### config.mk
export PLATFORM = sky130hd
export DESIGN_NAME = reload_timer16
export DESIGN_NICKNAME = d
export VERILOG_FILES = /design/src/rtl/rt_pkg.sv /design/src/rtl/rt_sync_fall.sv /design/src/rtl/rt_prescale.sv /design/src/rtl/rt_regs.sv /design/src/rtl/rt_core.sv /design/src/rtl/reload_timer16.sv
export SDC_FILE = /design/constraint.sdc
export NUM_CORES = 1
export LEC_CHECK = 0
export ABC_AREA = 1
export BUFFER_PORTS_ARGS = -buffer_cell sky130_fd_sc_hd__buf_2
export CAP_MARGIN = 20
export CORE_UTILIZATION = 40
export CTS_CLUSTER_SIZE = 40
export DETAILED_ROUTE_END_ITERATION = 7
export PLACE_DENSITY = 0.55
export RECOVER_POWER = 25
export SYNTH_ARGS = -nofsm -noshare
export SYNTH_HDL_FRONTEND = slang
export SYNTH_HIERARCHICAL = 1
export SYNTH_SLANG_ARGS = --single-unit
### constraint.sdc
create_clock -name clk -period 3.02 [get_ports clk]
set_clock_uncertainty 0.2 [all_clocks]
set_input_delay 0.302 -clock clk [delete_from_list [all_inputs] [get_ports clk]]
set_output_delay 0.302 -clock clk [all_outputs]
set_load 0.005 [all_outputs]
### src/rtl/rt_pkg.sv
package rt_pkg;
  localparam int DW = 8;
  localparam int AW = 3;

  typedef enum logic [AW-1:0] {
    A_CTRL = 3'd0,
    A_MODE = 3'd1,
    A_CNTL = 3'd2,
    A_CNTH = 3'd3,
    A_RLDL = 3'd4,
    A_RLDH = 3'd5
  } rt_addr_e;

  // control register bit positions
  localparam int B_RUN  = 0;
  localparam int B_CTR  = 1;
  localparam int B_EXEN = 2;
  localparam int B_ARL  = 3;
  localparam int B_TF   = 4;
  localparam int B_EXF  = 5;
  // mode register bit positions
  localparam int B_DOWN = 0;
  localparam int B_OE   = 1;
endpackage

### src/rtl/rt_sync_fall.sv
module rt_sync_fall #(
  parameter int   STAGES  = 2,
  parameter logic RST_VAL = 1'b1
) (
  input  logic clk,
  input  logic rst_n,
  input  logic d,
  output logic fall
);
  logic [STAGES-1:0] sync_q;
  logic [STAGES-1:0] sync_d;
  logic              prev_q;

  always_comb begin
    sync_d[0] = d;
  end

  generate
    for (genvar i = 1; i < STAGES; i++) begin : g_chain
      always_comb sync_d[i] = sync_q[i-1];
    end
  endgenerate

  always_ff @(posedge clk or negedge rst_n) begin
    if (!rst_n) begin
      sync_q <= {STAGES{RST_VAL}};
      prev_q <= RST_VAL;
    end else begin
      sync_q <= sync_d;
      prev_q <= sync_q[STAGES-1];
    end
  end

  assign fall = prev_q & ~sync_q[STAGES-1];
endmodule

### src/rtl/rt_prescale.sv
module rt_prescale #(
  parameter int DIV = 12
) (
  input  logic clk,
  input  logic rst_n,
  input  logic en,
  output logic tick
);
  localparam int PW = (DIV > 1) ? $clog2(DIV) : 1;
  localparam logic [PW-1:0] LAST = PW'(DIV - 1);

  logic [PW-1:0] pre_q, pre_d;

  always_comb begin
    if (!en)              pre_d = '0;
    else if (pre_q == LAST) pre_d = '0;
    else                  pre_d = pre_q + 1'b1;
  end

  always_ff @(posedge clk or negedge rst_n) begin
    if (!rst_n) pre_q <= '0;
    else        pre_q <= pre_d;
  end

  assign tick = en & (pre_q == LAST);
endmodule

### src/rtl/rt_regs.sv
module rt_regs
  import rt_pkg::*;
#(
  parameter int CW = 2*DW
) (
  input  logic          clk,
  input  logic          rst_n,
  input  logic          wr_en,
  input  logic [AW-1:0] wr_addr,
  input  logic [DW-1:0] wr_data,
  output logic          run,
  output logic          ctr,
  output logic          exen,
  output logic          arl,
  output logic          down,
  output logic          oe,
  output logic [CW-1:0] rld
);
  logic          ctrl_we, mode_we, rl_we, rh_we;
  logic [3:0]    ctl_q, ctl_d;
  logic [1:0]    mode_q, mode_d;
  logic [CW-1:0] rld_q, rld_d;

  always_comb begin
    ctrl_we = wr_en & (wr_addr == A_CTRL);
    mode_we = wr_en & (wr_addr == A_MODE);
    rl_we   = wr_en & (wr_addr == A_RLDL);
    rh_we   = wr_en & (wr_addr == A_RLDH);
    ctl_d   = ctrl_we ? wr_data[3:0] : ctl_q;
    mode_d  = mode_we ? wr_data[1:0] : mode_q;
    rld_d   = rld_q;
    if (rl_we) rld_d[DW-1:0]  = wr_data;
    if (rh_we) rld_d[CW-1:DW] = wr_data;
  end

  always_ff @(posedge clk or negedge rst_n) begin
    if (!rst_n) begin
      ctl_q  <= '0;
      mode_q <= '0;
      rld_q  <= '0;
    end else begin
      ctl_q  <= ctl_d;
      mode_q <= mode_d;
      rld_q  <= rld_d;
    end
  end

  assign run  = ctl_q[B_RUN];
  assign ctr  = ctl_q[B_CTR];
  assign exen = ctl_q[B_EXEN];
  assign arl  = ctl_q[B_ARL];
  assign down = mode_q[B_DOWN];
  assign oe   = mode_q[B_OE];
  assign rld  = rld_q;
endmodule

### src/rtl/rt_core.sv
module rt_core
  import rt_pkg::*;
#(
  parameter int CW = 2*DW
) (
  input  logic          clk,
  input  logic          rst_n,
  input  logic          wr_en,
  input  logic [AW-1:0] wr_addr,
  input  logic [DW-1:0] wr_data,
  input  logic          tick,
  input  logic          ext_fall,
  input  logic          exen,
  input  logic          arl,
  input  logic          down,
  input  logic          oe_eff,
  input  logic [CW-1:0] rld,
  output logic [CW-1:0] cnt,
  output logic          tf,
  output logic          exf,
  output logic          tog
);
  localparam logic [CW-1:0] MAXV = '1;

  logic [CW-1:0] cnt_q, cnt_d;
  logic          tf_q, tf_d, exf_q, exf_d, tog_q, tog_d;
  logic          wl, wh, ctrl_we, ext_ld, ovf, at_end;

  always_comb begin
    wl      = wr_en & (wr_addr == A_CNTL);
    wh      = wr_en & (wr_addr == A_CNTH);
    ctrl_we = wr_en & (wr_addr == A_CTRL);
    ext_ld  = exen & ext_fall;
    at_end  = down ? (arl ? (cnt_q == rld) : (cnt_q == '0)) : (cnt_q == MAXV);
    cnt_d   = cnt_q;
    ovf     = 1'b0;
    if (wl || wh) begin
      if (wl) cnt_d[DW-1:0]  = wr_data;
      if (wh) cnt_d[CW-1:DW] = wr_data;
    end else if (ext_ld) begin
      cnt_d = rld;
    end else if (tick) begin
      if (at_end) begin
        ovf   = 1'b1;
        cnt_d = down ? MAXV : (arl ? rld : '0);
      end else begin
        cnt_d = down ? (cnt_q - 1'b1) : (cnt_q + 1'b1);
      end
    end
    tf_d  = (ctrl_we ? wr_data[B_TF]  : tf_q)  | ovf;
    exf_d = (ctrl_we ? wr_data[B_EXF] : exf_q) | ext_ld;
    tog_d = tog_q ^ (ovf & oe_eff);
  end

  always_ff @(posedge clk or negedge rst_n) begin
    if (!rst_n) begin
      cnt_q <= '0;
      tf_q  <= 1'b0;
      exf_q <= 1'b0;
      tog_q <= 1'b0;
    end else begin
      cnt_q <= cnt_d;
      tf_q  <= tf_d;
      exf_q <= exf_d;
      tog_q <= tog_d;
    end
  end

  assign cnt = cnt_q;
  assign tf  = tf_q;
  assign exf = exf_q;
  assign tog = tog_q;
endmodule

### src/rtl/reload_timer16.sv
module reload_timer16
  import rt_pkg::*;
#(
  parameter int PRESCALE    = 12,
  parameter int SYNC_STAGES = 2
) (
  input  logic          clk,
  input  logic          rst_n,
  input  logic          wr_en,
  input  logic [AW-1:0] wr_addr,
  input  logic [DW-1:0] wr_data,
  input  logic [AW-1:0] rd_addr,
  output logic [DW-1:0] rd_data,
  input  logic          cnt_pin_i,
  output logic          cnt_pin_o,
  output logic          cnt_pin_oe,
  input  logic          ext_rld_i,
  output logic          irq
);
  localparam int CW = 2*DW;

  logic [1:0]    rst_sq;
  logic          rst_q;
  logic          run, ctr, exen, arl, down, oe, oe_eff;
  logic [CW-1:0] rld, cnt;
  logic          tf, exf, tog;
  logic          cfall, efall, ptick, tick;

  // asynchronous assert, synchronous release
  always_ff @(posedge clk or negedge rst_n) begin
    if (!rst_n) rst_sq <= 2'b00;
    else        rst_sq <= {rst_sq[0], 1'b1};
  end
  assign rst_q = rst_sq[1];

  rt_regs #(.CW(CW)) u_regs (
    .clk(clk), .rst_n(rst_q), .wr_en(wr_en), .wr_addr(wr_addr), .wr_data(wr_data),
    .run(run), .ctr(ctr), .exen(exen), .arl(arl), .down(down), .oe(oe), .rld(rld)
  );

  rt_sync_fall #(.STAGES(SYNC_STAGES), .RST_VAL(1'b1)) u_csync (
    .clk(clk), .rst_n(rst_q), .d(cnt_pin_i), .fall(cfall)
  );

  rt_sync_fall #(.STAGES(SYNC_STAGES), .RST_VAL(1'b1)) u_esync (
    .clk(clk), .rst_n(rst_q), .d(ext_rld_i), .fall(efall)
  );

  rt_prescale #(.DIV(PRESCALE)) u_pre (
    .clk(clk), .rst_n(rst_q), .en(run & ~ctr), .tick(ptick)
  );

  assign tick   = run & (ctr ? cfall : ptick);
  assign oe_eff = oe & ~ctr;

  rt_core #(.CW(CW)) u_core (
    .clk(clk), .rst_n(rst_q), .wr_en(wr_en), .wr_addr(wr_addr), .wr_data(wr_data),
    .tick(tick), .ext_fall(efall), .exen(exen), .arl(arl), .down(down),
    .oe_eff(oe_eff), .rld(rld), .cnt(cnt), .tf(tf), .exf(exf), .tog(tog)
  );

  always_comb begin
    case (rd_addr)
      A_CTRL:  rd_data = {2'b00, exf, tf, arl, exen, ctr, run};
      A_MODE:  rd_data = {6'b000000, oe, down};
      A_CNTL:  rd_data = cnt[DW-1:0];
      A_CNTH:  rd_data = cnt[CW-1:DW];
      A_RLDL:  rd_data = rld[DW-1:0];
      A_RLDH:  rd_data = rld[CW-1:DW];
      default: rd_data = '0;
    endcase
  end

  assign cnt_pin_o  = tog;
  assign cnt_pin_oe = oe_eff;
  assign irq        = tf | exf;
endmodule

* Word-level counts from Yosys, hierarchy flattened
Cells that the tools add are included.
Cells by class: add/subtract/negate cells 3, reductions and logical operators 7, mux-type cells 21, bitwise operators 21, eq/ne operators 15
Operator list (number):
- $mux 16 | 7
- $pmux 8 s6 | 1
- $add 16x1->16 const B | 1
- $eq 16x16->1 | 1
- $eq 16x16->1 const B | 1
- $logic_not 16->1 | 1
- $mux 8 | 2
- $sub 16x1->16 const B | 1
- $and 1x1->1 | 14
- $eq 3x2->1 const B | 4
- $eq 3x3->1 const B | 4
- $mux 1 | 9
- $mux 4 | 2
- $eq 3x1->1 const B | 2
- $logic_not 3->1 | 2
- $add 4x1->4 const B | 1
- $eq 4x4->1 const B | 1
- $ne 2x1->1 const B | 2
- $reduce_and 2->1 | 2
- $not 1->1 | 3
- $or 1x1->1 | 3
- $reduce_bool 3->1 | 1
- $logic_or 1x1->1 | 1
- $xor 1x1->1 | 1
Word-level totals: output and inout bits 11, bits of input ports 19, register bits after elaboration 53, logic and storage cells 82

* Logic depth before layout (Yosys ltp)
Gate-level depths: netlist (run 1).
word-level depth 10, gate-level depth with buffers 14, mapped depth without buffers 13

* By module
The synthesis (run 1) kept the hierarchy.
Modules (own cells, without submodules):
- rt_core | instances 1, area each 2732.6 um^2, cells an instance 487, seq. area each 475.5 um^2
- rt_regs | instances 1, area each 929.6 um^2, cells an instance 103, seq. area each 550.5 um^2
- reload_timer16 | instances 1, area each 586.8 um^2, cells an instance 103, seq. area each 50.0 um^2
- rt_prescale | instances 1, area each 186.4 um^2, cells an instance 21, seq. area each 100.1 um^2
- rt_sync_fall | instances 2, area each 88.8 um^2, cells an instance 5, seq. area each 78.8 um^2

* Least setup slack after synthesis (run 1)
OpenSTA, ideal clock, no wires.
kind reg-to-reg, from register u_regs.mode_q[0], to register u_core.cnt_q[13], in the netlist u_core/cnt[13], data required time 2.700 ns, buffers on the path 0, clock period less this slack 2.246 ns, slack 0.774 ns, arrival time 1.926 ns, stages on the path, launching flop included 14, setup time 0.120 ns, path through dfrtp_1 ha_1 nand2_1 inv_1 a21oi_1 nor2_1 nor2_1 nand2_1 nand2_1 nand2_1 nand2_1 nand3_1 nand2_1 a21oi_2
On the way: word-level cells in the longest chain between the ends 5, elaborated cells between the ends (all ways) 7, classes of those cells 7 x mux
RTL lines:
- start, declared | line rt_regs.sv:21 | logic [1:0] mode_q, mode_d;
- start signal, assigned | line rt_regs.sv:43 | mode_q <= mode_d;
- $mux 16 (tied with other cells) | line rt_core.sv:47 | cnt_d = down ? (cnt_q - 1'b1) : (cnt_q + 1'b1);
- $mux 16 * | line rt_core.sv:43 | if (at_end) begin
- $mux 16 * | line rt_core.sv:42 | end else if (tick) begin
- $mux 16 * | line rt_core.sv:40 | end else if (ext_ld) begin
- $mux 16 * | line rt_core.sv:37 | if (wl || wh) begin
- end signal, assigned | line rt_core.sv:62 | cnt_q <= cnt_d;
- end, declared | line rt_core.sv:25 | logic [CW-1:0] cnt_q, cnt_d;
Every way passes the cells marked *; elsewhere a longest branch is shown, timed or not. The select of a mux whose other input is x is not followed. A chain may end at the register's enable or synchronous reset.

* Worst setup path after layout (run 1)
Ends and elaborated chain as after synthesis.

==> qor.yml, run 1 <==
cts_resized: 0
syn-cell-area_um2: 4610
grt.overflow.total: 0
critical_path_class: "flip-flop to flip-flop"
synth-xor-area-share: 0.0228
power_density_nw_per_um2: 859
clk_pin_slew_ns: 0.07
yosysSeqAreaShare: 0.289
die_x_um: 109
cts_setup_buffers: 0
numCtsBuffers: 5
rr_startpoint: "u_regs/mode_q[0]"
insertion_delay_ns: 0.30
setup_tns_ns: 0
finalHoldViolCount: 0
die_area_um2: 12000
fillers: 1191
worstPathArrival_ns: 2.62
num_antenna_cells: 0
status: "complete, no violations"
fin_crit_ns: 2.63
vias_per_cell: 5.28
critical_path_peak_fanout: 15
synthFlopType: "dfrtp_1"
synth_fa_ha_area_frac: 0.0450
worst-r2r-cell-count: 13
yosys.area_share.simple: 0.431
slew_headroom: 0.507
max_freq_ghz: 0.380
nets: 787
final_antenna_net_count: 0
tritoncts: "built"
dp_cells: 882
vias: 4714
yosys_warnings: 6
ys_ff_latch: 53
ios: 30
leakagePower_uw: 0.00278
synthMuxAreaShare: 0
top_usage_layer: "met1"
avgRoutedWirePerCell_um: 16.6
die_y_um: 109
ctsHoldBuffers: 3
initial_utilization: 0.418
met1_usage: 0.393
grt.total_usage: 0.264
grt_use_met2: 0.389
postSynthCellCount: 724
avgSynthCellArea_um2: 6.37
placed_area_um2: 4840
cts-htree-levels: 2
cts.path.max_buffers: 2
design_area_um2: 5020
drt_wl_total_um: 14900
synth_top_family_by_area: "simple AND/OR/NAND/NOR gates"
syn-num-nets: 759
cp-start-kind: "flip-flop"
power_uw: 4310
coreArea_um2: 11000
synth_edf_count: 0
worst_slew_pin_slew_ns: 0.739
hpwl_um: 11400
grt_pass1_vias: 4382
ir_drop_mv: 0.383
fp-row-count: 38
rsz0062_at_grt: "no"
fin_cells: 893
crit_end: "u_core/cnt[13]"
layout-drive-gt1-share: 0.125
max_cap_violations: 0
setup_viol: 0
async_flop_share: 1.00
grt_max_degree: 37
slew_violations: 0
dr.pass1.iters: 7
area_growth_syn_to_layout_pct: 8.73
crit_required_ns: 3.01
ys_types: 37
cp-end-kind: "flip-flop"
startpoint: "u_regs/mode_q[0]"
drcViolationCount: 0
cts_num_sinks: 53
multi_input_area_um2: 2700
reg2reg_to: "u_core/cnt[13]"
antenna_found_initial: 0
synth_compound_area_frac: 0.0895
regArea_um2: 1330
min_period_over_period: 0.870
portBuffers: 29
hold_path_class: "input pin to flip-flop"
grt_first_pass_wirelength_um: 23500
r2r_slack_ns: 0.39
first_iter_violations: 448
grtUsageMet3: 0.0379
place.gp.congestion: 0.903
cts-root-buf: "clkbuf_16"
-- Yosys cell counts (all sizes together), types with 2 or more instances --
cell	count	area (um2)
dfrtp	47	1180
ha	15	188
inv	111	427
xnor2	3	26.3
a21oi	30	188
and3	2	12.5
o21ai	39	195
nor2	99	438
nor4	2	12.5
clkbuf	5	18.8
nand2	227	890
nand4	21	131
buf	11	118
xor2	9	78.8
nand3	82	445
nor3	8	51.3
dfstp	6	158
o211ai	3	22.5
-- metrics by stage --
stage | hold WS [ns] | worst slack [ns] | util
floorplan | -0.194 | 0.774 | -
global placement | -0.113 | 0.449 | 0.438
detailed placement | -0.110 | 0.456 | 0.438
CTS | 0.0138 | 0.445 | 0.456
global route | 0.0523 | 0.137 | 0.455
finish | 0.0286 | 0.391 | 0.455
-- where the power goes --
group | internal, uW | switching (uW)
Clock | 393 | 279
Combinational | 828 | 1490
Sequential | 893 | 425
-- worst min-delay path by stage --
| stage | from | to | depth (start not counted) |
|---|---|---|---|
| floorplan | rst_n | rst_sq[0] | 0 |
| global placement | rst_n | rst_sq[0] | 1 |
| detailed placement | rst_n | rst_sq[0] | 1 |
| CTS | rst_sq[1] | u_core/cnt[15] | 0 |
| global route | wr_data[5] | u_regs/rld[13] | 3 |
| finish | wr_data[4] | u_regs/rld[12] | 3 |
-- critical path, stage by stage, from the launching register on --
cell and delay (ns):
dfrtp_1 0.75, ha_1 0.40, nand2_1 0.14, inv_1 0.08
a21oi_1 0.24, nor2_1 0.06, nor2_1 0.14, nand2_1 0.07
nand2_1 0.05, nand2_1 0.06, nand2_1 0.07, nand3_1 0.11
nand2_1 0.11, a21oi_2 0.05
-- routing by layer --
metal / up-vias / wire length (um) / share of wire
li1: 2357 / - / -
met1: 2184 / 7200 / 0.48
met2: 149 / 6350 / 0.43
met3: 24 / 933 / 0.063
met4: 0 / 373 / 0.025
met5: - / 0 / 0
-- registers in the layout (all words and copies together) (netlist names) --
signal	cells
u_core/cnt	16
u_regs/rld	16
u_pre/pre_q	4
u_regs/ctl_q	4
rst_sq	2
u_csync/sync_q	2
u_esync/sync_q	2
u_regs/mode_q	2
u_core/exf	1
u_core/tf	1
u_core/tog	1
u_csync/prev_q	1
u_esync/prev_q	1
-- area by class of cell --
cell class	count	share of cell area
flip-flops and latches	53	0.266
clock buffers	5	0.0249
multi-input cells	544	0.539
well taps	140	0.0349
clock inverters	3	0.00873
inverters	111	0.0851
repair buffers	37	0.0419
-- logic make-up after synthesis --
| logic type | after synthesis |
|---|---|
| flip-flops | 53 |
| other | 1 |
| buffers and inverters | 127 |
| adder cells (fa/ha/maj) | 16 |
| AO/OA/AOI/OAI | 73 |
| XOR/XNOR | 12 |
| AND/OR/NAND/NOR | 442 |
-- layout by cell type, fill, tap and decap left out, types with 3 or more instances in the layout --
master / n
a21oi_1: 20
a21oi_2: 10
buf_2: 27
buf_4: 5
clkbuf_16: 5
dfrtp_1: 47
dfstp_2: 5
dlygate4sd3_1: 3
ha_1: 15
inv_1: 99
inv_2: 9
nand2_1: 221
nand2_2: 3
nand2_4: 3
nand3_1: 75
nand3_2: 7
nand4_1: 21
nor2_1: 87
nor2_2: 8
nor2_4: 3
nor3_1: 7
o211ai_1: 3
o21ai_0: 36
o21ai_1: 3
xnor2_1: 3
xor2_1: 9
(Power assumes the default switching activity.)
==> inputs of run 2 (changes only) <==
--- a/config.mk
+++ b/config.mk
@@ -8,10 +8,14 @@
 export ABC_AREA = 1
 export BUFFER_PORTS_ARGS = -buffer_cell sky130_fd_sc_hd__buf_2
 export CAP_MARGIN = 20
-export CORE_UTILIZATION = 40
+export CELL_PAD_IN_SITES_DETAIL_PLACEMENT = 1
+export CELL_PAD_IN_SITES_GLOBAL_PLACEMENT = 2
+export CORE_ASPECT_RATIO = 1.1
+export CORE_UTILIZATION = 37
+export CTS_BUF_LIST = sky130_fd_sc_hd__clkbuf_8 sky130_fd_sc_hd__clkbuf_16
 export CTS_CLUSTER_SIZE = 40
 export DETAILED_ROUTE_END_ITERATION = 7
-export PLACE_DENSITY = 0.55
+export PLACE_DENSITY = 0.85
 export RECOVER_POWER = 25
 export SYNTH_ARGS = -nofsm -noshare
 export SYNTH_HDL_FRONTEND = slang
==> run 2 against run 1 <==
Net effect:
- final cell count increased by 1.8%
- global-route usage increased by 1.2 points
- core utilization decreased by 3.7 points
- wire length increased by 13%
- final area increased by 0.55%
- non-clock buffer count increased by 2
- via count increased by 2.1%
- sequential power about the same
- flip-flop and latch count unchanged
- sequential share of layout area decreased by 0.12 points
- combinational power increased by 3%
- count of clock-buffer cells in the layout unchanged
==> qor.yml, run 2 (synthesis gave the netlist of run 1 again) <==
p_comb_frac: 0.556  # +0.018
dr.pass1.iters: 5  # -2
leakagePower_uw: 0.00278  # +0.25%
coreArea_um2: 12100  # +9.6%
worst_slew_pin_slew_ns: 0.985  # +0.246 ns
grt_first_pass_wirelength_um: 27200  # +16%
num_antenna_cells: 0  # unchanged
numCtsBuffers: 5  # unchanged
fin_crit_ns: 2.66  # +0.0349 ns
die_x_um: 108  # -0.85%
first_iter_violations: 288  # -36%
layout-drive-gt1-share: 0.131  # +0.00629
cp-end-kind: "flip-flop"
vias: 4811  # +2.1%
grt_pass1_vias: 4929  # +12%
slew_violations: 0  # unchanged
finalHoldViolCount: 0  # unchanged
cts.path.max_buffers: 2  # unchanged
cts-root-buf: "clkbuf_16"
cpPeakStageDelay_ns: 0.68  # -0.07 ns
cts_setup_buffers: 0  # unchanged
critical_path_class: "flip-flop to flip-flop"
crit_required_ns: 3.02  # about the same
cts-htree-levels: 2  # unchanged
max_freq_ghz: 0.375  # -1.3%
layout_common_cells: "220 x nand2_1, 99 x inv_1, 86 x nor2_1, 75 x nand3_1, 46 x dfrtp_1"
initial_utilization: 0.382  # -0.0365
die_y_um: 119  # +8.9%
rsz0062_at_grt: "no"
drcViolationCount: 0  # unchanged
ir_drop_mv: 0.330  # -14%
portBuffers: 29  # unchanged
nets: 789  # +0.25%
cts_num_sinks: 53  # unchanged
power_density_nw_per_um2: 852  # -0.73%
pre_cts_ws_ns: 0.0730  # -0.383 ns
pwr-share-clk: 0.142  # -0.014
max_cap_violations: 0  # unchanged
tritoncts: "built"
p_sw_uw: 2260  # +3.0%
cp-start-kind: "flip-flop"
dp_cells: 898  # +1.8%
grt.total_usage: 0.276  # +0.0119
antenna_found_initial: 0  # unchanged
die_area_um2: 12900  # +8.0%
swShare: 0.525  # +0.0162
fillers: 1646  # +38%
critPathSlowestCell: "dfrtp_2"
clk_pin_slew_ns: 0.08  # about the same
critical_path_peak_fanout: 20  # +5
slew_headroom: 0.343  # -0.164
avgRoutedWirePerCell_um: 18.4  # +11%
final_common_cell: "nand2_1"
setup_viol: 0  # unchanged
fin_cells: 909  # +1.8%
cp_cell_sequence: "ha_1, nand2_1, inv_1, a21oi_1, nor2_1, nor2_1, nand2_1, nand2_1, nand2_1, nand2_1, nand3_1, nand2_1, a21oi_2"
worst-r2r-cell-count: 13  # unchanged
status: "complete, no violations"
area_growth_syn_to_layout_pct: 9.33
r2r_slack_ns: 0.36  # -0.03 ns
final_antenna_net_count: 0  # unchanged
place.gp.congestion: 0.902  # -0.17%
vias_per_cell: 5.29  # +0.26%
hold_depth: 3  # unchanged
worstPathArrival_ns: 2.67  # +0.05 ns
seq_power_share: 0.302  # -0.004
min_period_over_period: 0.882  # +0.0116
final.setup.worst_slack_ns: 0.356  # -0.0349 ns
setup_tns_ns: 0  # unchanged
internal_power_uw: 2040  # -3.5%
grt.overflow.total: 0  # unchanged
hpwl_um: 13300  # +16%
insertion_delay_ns: 0.30  # about the same
ios: 30  # unchanged
crit_top_cell: "nand2_1"
grt_max_degree: 35  # -5.4%
fp-row-count: 42  # +11%
hold_path_class: "input pin to flip-flop"
drt_wl_total_um: 16800  # +13%
run 2: cell types whose count changed in the layout (fill, tap and decap cells not counted), sizes merged:
cell | previous run | this run
clkinvlp | 0 | 1
bufinv | 1 | 0
clkbuf | 7 | 6
buf | 32 | 35
run 2: critical path: cells and delay by family, from the launching register on:
| kind | cells | cell delay, ns |
|---|---|---|
| buf+inv | 1 | 0.08 |
| flops | 1 | 0.68 |
| simple gates | 9 | 0.82 |
| fa+ha+maj | 1 | 0.39 |
| compound gates | 2 | 0.39 |
run 2: path summary, 6_finish.rpt:
path                                   from          endpoint
max in group asynchronous         rst_sq[1]  u_regs/mode_q[0]
min in group asynchronous             rst_n         rst_sq[1]
max                        u_regs/mode_q[0]    u_core/cnt[13]
min reg2reg                       rst_sq[0]         rst_sq[1]
max reg2reg                u_regs/mode_q[0]    u_core/cnt[13]
min                              wr_data[6]    u_regs/rld[14]
run 2: per-stage QoR:
step / power [uW] / cell area, um2 / util / hold slack, ns
6_report: 4300 / 5040 / 0.417 / 0.0396
5_1_grt: 4680 / 5040 / 0.417 / 0.0554
4_1_cts: 4310 / 5040 / 0.417 / 0.0335
3_5_place_dp: 3680 / 4870 / 0.403 / -0.112
3_3_place_gp: 3620 / 4870 / 0.403 / -0.114
2_1_floorplan: 2890 / 4610 / - / -0.194
run 2: power by group through the flow:
stage	logic (uW)	registers, uW	clock network, uW
after CTS	2400	1300	617
after detailed placement	2370	1310	0
final	2390	1300	611
after floorplan	1760	1130	0
after global routing	2700	1340	645
after global placement	2310	1310	0
run 2: metal layers:
layer | routed length, um | GRT usage
met1 | 7440 | 0.362
met2 | 8450 | 0.482
met3 | 639 | 0.0252
met4 | 241 | 0.0676
met5 | 0 | 0
run 2: final cells by class:
cell class / count / area [um2] / area share
Clock buffer: 5 / 125 / 0.0248
Clock inverter: 3 / 21.3 / 0.00422
Inverter: 111 / 427 / 0.0846
Multi-Input combinational cell: 544 / 2720 / 0.539
Sequential cell: 53 / 1340 / 0.265
Tap cell: 154 / 193 / 0.0382
Timing Repair Buffer: 39 / 226 / 0.0449
run 2: timing repair:
action | 4_1_cts | 5_1_grt
endpoints found under the hold margin | 4 | 0
resized for setup | 0 | 1
setup endpoints to repair | 0 | 6
hold buffers | 3 | 0
